$ cat src/rtl/gpio_mmio_pkg.sv
package gpio_mmio_pkg;
  localparam int ADDR_W = 3;

  typedef enum logic [ADDR_W-1:0] {
    REG_DATA    = 3'd0,
    REG_SET     = 3'd1,
    REG_CLR     = 3'd2,
    REG_DIR_OUT = 3'd3,
    REG_DIR_IN  = 3'd4
  } gpio_reg_e;

  // source bit for position i; byte swap and mirror commute and are involutions
  function automatic int lane_src(int i, int w, bit mirror, bit bswap);
    int idx;
    idx = i;
    if (bswap && (w == 16 || w == 32)) idx = 8 * (w / 8 - 1 - i / 8) + i % 8;
    if (mirror) idx = w - 1 - idx;
    return idx;
  endfunction
endpackage

$ cat src/rtl/gpio_lane_map.sv
module gpio_lane_map #(
  parameter int WIDTH  = 32,
  parameter bit MIRROR = 1'b0,
  parameter bit BSWAP  = 1'b0
) (
  input  logic [WIDTH-1:0] d_i,
  output logic [WIDTH-1:0] d_o
);
  import gpio_mmio_pkg::*;
  for (genvar i = 0; i < WIDTH; i++) begin : g_bit
    localparam int Src = lane_src(i, WIDTH, MIRROR, BSWAP);
    assign d_o[i] = d_i[Src];
  end
endmodule

$ cat src/rtl/gpio_in_sync.sv
module gpio_in_sync #(
  parameter int WIDTH  = 32,
  parameter int STAGES = 2
) (
  input  logic             clk_i,
  input  logic             rst_ni,
  input  logic [WIDTH-1:0] d_i,
  output logic [WIDTH-1:0] q_o
);
  logic [WIDTH-1:0] stg_q [STAGES];

  for (genvar s = 0; s < STAGES; s++) begin : g_stg
    always_ff @(posedge clk_i or negedge rst_ni) begin
      if (!rst_ni) stg_q[s] <= '0;
      else if (s == 0) stg_q[s] <= d_i;
      else stg_q[s] <= stg_q[(s == 0) ? 0 : s-1];
    end
  end

  assign q_o = stg_q[STAGES-1];
endmodule

$ cat src/rtl/gpio_reg_core.sv
module gpio_reg_core #(
  parameter int WIDTH      = 32,
  parameter bit HAS_SETCLR = 1'b1
) (
  input  logic                             clk_i,
  input  logic                             rst_ni,
  input  logic [gpio_mmio_pkg::ADDR_W-1:0] addr_i,
  input  logic                             we_i,
  input  logic                             re_i,
  input  logic [WIDTH-1:0]                 wline_i,
  input  logic [WIDTH-1:0]                 sync_i,
  output logic [WIDTH-1:0]                 out_o,
  output logic [WIDTH-1:0]                 dir_o,
  output logic [WIDTH-1:0]                 rline_o
);
  import gpio_mmio_pkg::*;

  logic [WIDTH-1:0] out_q, dir_q, rd_q, rd_mux;

  always_comb begin
    unique case (addr_i)
      REG_DATA:    rd_mux = (out_q & dir_q) | (sync_i & ~dir_q);
      REG_SET:     rd_mux = out_q;
      REG_DIR_OUT: rd_mux = dir_q;
      REG_DIR_IN:  rd_mux = ~dir_q;
      default:     rd_mux = '0;
    endcase
  end

  always_ff @(posedge clk_i or negedge rst_ni) begin
    if (!rst_ni) begin
      out_q <= '0;
      dir_q <= '0;
      rd_q  <= '0;
    end else begin
      if (we_i) begin
        unique case (addr_i)
          REG_DATA:    out_q <= wline_i;
          REG_SET:     out_q <= HAS_SETCLR ? (out_q | wline_i) : wline_i;
          REG_CLR:     if (HAS_SETCLR) out_q <= out_q & ~wline_i;
          REG_DIR_OUT: dir_q <= wline_i;
          REG_DIR_IN:  dir_q <= ~wline_i;
          default: ;
        endcase
      end
      if (re_i) rd_q <= rd_mux;
    end
  end

  assign out_o   = out_q;
  assign dir_o   = dir_q;
  assign rline_o = rd_q;
endmodule

$ cat src/rtl/gpio_mmio_ctrl.sv
module gpio_mmio_ctrl #(
  parameter int WIDTH      = 32,
  parameter bit HAS_SETCLR = 1'b1,
  parameter bit MIRROR     = 1'b0,
  parameter bit BSWAP      = 1'b0
) (
  input  logic             clk_i,
  input  logic             rst_ni,
  input  logic [2:0]       addr_i,
  input  logic             we_i,
  input  logic [WIDTH-1:0] wdata_i,
  input  logic             re_i,
  output logic [WIDTH-1:0] rdata_o,
  input  logic [WIDTH-1:0] pin_i,
  output logic [WIDTH-1:0] pin_o,
  output logic [WIDTH-1:0] pin_oe_o
);
  logic [WIDTH-1:0] wline, rline, sync_in;

  gpio_lane_map #(.WIDTH(WIDTH), .MIRROR(MIRROR), .BSWAP(BSWAP)) u_map_wr (
    .d_i(wdata_i), .d_o(wline)
  );

  gpio_in_sync #(.WIDTH(WIDTH), .STAGES(2)) u_sync (
    .clk_i(clk_i), .rst_ni(rst_ni), .d_i(pin_i), .q_o(sync_in)
  );

  gpio_reg_core #(.WIDTH(WIDTH), .HAS_SETCLR(HAS_SETCLR)) u_core (
    .clk_i(clk_i), .rst_ni(rst_ni), .addr_i(addr_i), .we_i(we_i), .re_i(re_i),
    .wline_i(wline), .sync_i(sync_in), .out_o(pin_o), .dir_o(pin_oe_o),
    .rline_o(rline)
  );

  gpio_lane_map #(.WIDTH(WIDTH), .MIRROR(MIRROR), .BSWAP(BSWAP)) u_map_rd (
    .d_i(rline), .d_o(rdata_o)
  );
endmodule

$ cat config.mk
export PLATFORM = sky130hd
export DESIGN_NAME = gpio_mmio_ctrl
export DESIGN_NICKNAME = d
export VERILOG_FILES = /design/src/rtl/gpio_mmio_pkg.sv /design/src/rtl/gpio_lane_map.sv /design/src/rtl/gpio_in_sync.sv /design/src/rtl/gpio_reg_core.sv /design/src/rtl/gpio_mmio_ctrl.sv
export SDC_FILE = /design/constraint.sdc
export NUM_CORES = 1
export LEC_CHECK = 0
export BUFFER_PORTS_ARGS = -buffer_cell sky130_fd_sc_hd__buf_2
export CAP_MARGIN = 0
export CORE_ASPECT_RATIO = 0.5
export CORE_MARGIN = 2
export CORE_UTILIZATION = 54
export CTS_CLUSTER_DIAMETER = 150
export DETAILED_ROUTE_END_ITERATION = 7
export PLACE_DENSITY = 0.8
export SLEW_MARGIN = 20
export SYNTH_ARGS = -nofsm -noshare
export SYNTH_HDL_FRONTEND = slang
export SYNTH_SLANG_ARGS = --single-unit
$ cat constraint.sdc
create_clock -name clk_i -period 1.2 [get_ports clk_i]
set_clock_uncertainty 0.1 [all_clocks]
set_input_delay 0.06 -clock clk_i [delete_from_list [all_inputs] [get_ports clk_i]]
set_output_delay 0.06 -clock clk_i [all_outputs]
set_load 0.1 [all_outputs]
==> results.yml, run 1 <==
outcome:
  error: "[ERROR DPL-0038] Utilization greater than 100%, impossible to legalize"
  status: "stopped before the end"
  failed_stage: "global routing"
synth:
  netlist_area_sq_um: 7166
  synth_edf_count: 0
  syn_inst: 710
  synth.top_cell.area_share_pct: 55.88
  synth_flop_cell: "dfrtp_1"
  yosysMostFrequentCell: "dfrtp_1"
  avgSynthCellArea_sq_um: 10.09
  yosys-top-cells-area: "dfrtp_1 56%, a211oi_1 4.4%, nand2_1 4.1%"
  yosysUniqueCellTypes: 29
  ys_warn_count: 0
  synthTopCellsByCount: "160 x dfrtp_1, 78 x nand2_1, 49 x o21ai_1"
  ys_ff_latch: 160
  post-synth-top-area-cell: "dfrtp_1"
  async_flop_share_pct: 100.0
  synth_nets: 781
  synth_seq_area_share_pct: 55.88
clocking:
  cts_made_buffers: 17
  clock-root-buffer: "clkbuf_16"
  htreeDepth: 4
  cts.sinks: 160
  cts_max_path_buffers: 2
placed_design:
  dpl_worst_slack_ps: -151.9
  dp_hpwl_um: 15700
  postPlaceCellArea_sq_um: 10540
  port_buffers: 166
  gp_routability_congestion: 0.8253
sta:
  worst-ep-kind: "register data pin"
  worst_endpoint: "u_core.rline_o[28]$_DFFE_PN0P_/D"
floorplan:
  ios: 167
  die_w_um: 166.9
  die_y_um: 85.46
  rows: 29
  start_util_pct: 55.94
global_routing:
  grt_max_degree: 35
## kinds of logic after synthesis
logic type | Yosys count | share of synthesized area, %
AOI/OAI and AO/OA | 261 | 25.02
xor gates and xnor gates | 1 | 0.1223
buffers and inverters | 76 | 4.680
DFF | 160 | 55.88
muxes | 12 | 1.676
and+or+nand+nor | 200 | 12.62
## what timing repair did
item | in CTS
setup endpoints to repair | 75
buffers inserted | 86
endpoints found under the hold margin | 256
pin swaps | 26
resized for setup | 37
hold buffers | 65
## through the flow
step                instances  setup TNS [ps]
CTS                      1233           -6627
detailed placement       1050           -5884
global placement         1050           -2777
floorplan                 710           -1629
==> run 2: changes to the inputs <==
- CORE_ASPECT_RATIO: 0.5 -> not set
- CORE_UTILIZATION: 54 -> 40
- CTS_CLUSTER_DIAMETER: 150 -> not set
- PLACE_DENSITY: 0.8 -> not set
- PLACE_DENSITY_LB_ADDON: not set -> 0.15
==> run 2 against run 1 <==
The flow now finishes, with violations (hold timing, setup timing). Synthesized area did not move. Synthesized cell count is the same.
==> results.yml, run 2 <==
outcome:
  status: "complete, but fails checks"
  failed_checks: "hold timing, setup timing"
sta:
  fmax_mhz: 729.3
  relSlewSlack_pct: 55.06
  rsz0062_at_grt: "true"
  worst_pin_slew_ps: 674.1
  min_period_ps: 1371
  final-setup-viol-count: 105
  setup_slack_ps: -171.1
  period_share_pct: 114.3
  maxSlewViolCount: 0
  setup_tns_ps: -7524
  final-hold-violation-count: 20
  fin_hold_ws_ps: -35.19
route:
  drt_iter0_drc: 575
  wirelength_um: 25720
  antenna_left: 0
  firstDrtPassIters: 5
  vias_per_cell: 5.558
  route.detailed.drc: 0
  wl_per_cell_um: 19.76
  num_vias: 7237
clocking:
  clk_pin_slew_worst_paths_ps: 70
  cts_max_path_buffers: 2
  cts.sinks: 160
  htreeDepth: 4
  cts_hold_buf: 67
  clock-root-buffer: "clkbuf_16"
  clk_latency_ps: 430
  cts_tree: "yes"
  cts_made_buffers: 17
synth:
  ys_ff_latch: 160
  synth_flop_cell: "dfrtp_1"
  yosysUniqueCellTypes: 29
  async_flop_share_pct: 100.0
  post-synth-top-area-cell: "dfrtp_1"
  synthAdderAreaFrac_pct: 0
  synth_edf_count: 0
  muxShareOfSynthArea_pct: 1.676
  synthXorXnorAreaFrac_pct: 0.1222
  synth_seq_area_share_pct: 55.88
  synthSimpleGateAreaFrac_pct: 12.62
  synth_nets: 781
  syn_inst: 710
  yosys-top-cells-area: "dfrtp_1 56%, a211oi_1 4.4%, nand2_1 4.1%"
  synth_top_family_by_area: "compound AO/OA/AOI/OAI gates"
  netlist_area_sq_um: 7166
  synth_compound_area_share_pct: 25.02
  synthTopCellsByCount: "160 x dfrtp_1, 78 x nand2_1, 49 x o21ai_1"
  ys_warn_count: 0
  yosysMostFrequentCell: "dfrtp_1"
  synth.top_cell.area_share_pct: 55.88
  avgSynthCellArea_sq_um: 10.09
layout:
  layout-drive-gt1-share_pct: 52.19
  syn2layout_area_growth_pct: 84.95
  final_cells: 1302
  final_common_cell: "buf_12"
  nets: 1133
  most-common-layout-cells: "108 x buf_12, 89 x buf_4, 78 x nand2_1"
  final_cell_area_sq_um: 13250
  fin_util_pct: 76.09
setup_path:
  cp_slowest_stage_delay_ps: 490
  r2r_start: "u_core.dir_o[28]$_DFFE_PN0P_"
  cp-end-kind: "primary output"
  start_kind: "flop"
  cp_max_fo: 2
  r2r_cells: 4
  reg2reg_slack_ps: -130
  crit_type: "reg -> out"
  critPathSlowestCell: "dfrtp_4"
  crit_arrival_ps: 1210
  path_buf_inv: 2
  cp_top_family: "flip-flops"
  cp_data_required_time_ps: 1040
  path_depth: 2
  r2r-end: "u_core.rline_o[28]$_DFFE_PN0P_"
  cp_cell_sequence: "buf_6 -> buf_12"
job:
  maxCapViolCount: 0
global_routing:
  grt_pass1_wl_um: 39350
  busiest_layer: "met2"
  grtUsageMet1_pct: 33.76
  grt_use_met2_pct: 45.71
  grt_use_met3_pct: 6.770
  grt_use_total_pct: 27.12
  grt_pass1_vias: 7511
  grt_max_degree: 38
  grt_overflow_total: 0
  antenna_found_initial: 1
placed_design:
  dp_hpwl_um: 15610
  gp_routability_congestion: 0.8777
  postPlaceCellArea_sq_um: 10650
  dp_cells: 1113
  port_buffers: 166
pwr:
  power.total_mw: 22.57
  vdd_drop_max_uv: 1121
  leakagePower_nw: 5.648
  p_per_area_nw_per_um2: 1703
floorplan:
  rows: 48
  start_util_pct: 41.14
  ios: 167
  die-area_sq_um: 19000
  die_w_um: 137.8
  die_y_um: 137.8
  coreArea_sq_um: 17420
hold_path:
  min_path_type: "in -> async"
[run 2: cell counts after synthesis]
Identical to the previous run, type by type.
[run 2: cell type report]
type / count / area [sq um]
diodes: 2 / 5.005
clock buffers: 21 / 470.5
clock inverters: 11 / 150.1
fillers: 1081 / 4164
inverters: 20 / 75.07
multi-input cells: 474 / 3493
flip-flops and latches: 160 / 4284
well taps: 225 / 281.5
repair buffers: 389 / 4493
[run 2: cells by family (layout without fill, tap and decap cells)]
kind of cell,after synthesis,in the layout
AO/OA/AOI/OAI,261,261
XOR/XNOR,1,1
buffers and inverters,76,441
flip-flops,160,160
multiplexers,12,12
other,0,2
AND/OR/NAND/NOR,200,200
[run 2: worst register-to-register path: cells and delay by family, from the launching register on]
| family | cells | cell delay, ps |
|---|---|---|
| AO/OA/AOI/OAI | 2 | 300 |
| buffers and inverters | 1 | 140 |
| flip-flops | 1 | 490 |
| multiplexers | 1 | 180 |
[run 2: stage by stage]
| stage | setup slack (ps) | hold slack (ps) |
|---|---|---|
| global route | -191.0 | -8.051 |
| detailed placement | -186.9 | -147.0 |
| floorplan | -84.27 | -335.6 |
| CTS | -161.7 | -29.42 |
| global placement | -78.32 | -148.8 |
| finish | -171.1 | -35.19 |
[run 2: report_power, final]
group | switching (mW) | leakage [nW] | internal, mW
Combinational | 5.81 | 3.51 | 4.07
Sequential | 0.720 | 1.84 | 6.25
Clock | 2.26 | 0.300 | 3.45
Total | 8.79 | 5.65 | 13.8
[run 2: worst max path at each step]
stage | to | slack [ps] | from
after global routing | pin_oe_o[20] | -190 | u_core.dir_o[20]$_DFFE_PN0P_
after floorplan | u_core.rline_o[21]$_DFFE_PN0P_ | -80 | u_core.dir_o[21]$_DFFE_PN0P_
after global placement | u_core.dir_o[15]$_DFFE_PN0P_ | -80 | addr_i[2]
after CTS | pin_oe_o[22] | -160 | u_core.dir_o[22]$_DFFE_PN0P_
final | pin_oe_o[20] | -170 | u_core.dir_o[20]$_DFFE_PN0P_
after detailed placement | u_core.dir_o[17]$_DFFE_PN0P_ | -190 | addr_i[0]
[run 2: what timing repair did]
action | in CTS | in global routing
buffers inserted | 75 | 13
pin swaps | 22 | 56
setup endpoints to repair | 75 | 145
hold endpoints to repair | 256 | 17
gates resized for setup | 39 | 85
[run 2: metal layers]
layer / wire length [um] / part of all wire (%)
met5: 0 / 0
met4: 701 / 2.7
met3: 1835 / 7.1
met2: 12980 / 50
met1: 10200 / 40
(Power assumes the default switching activity.)
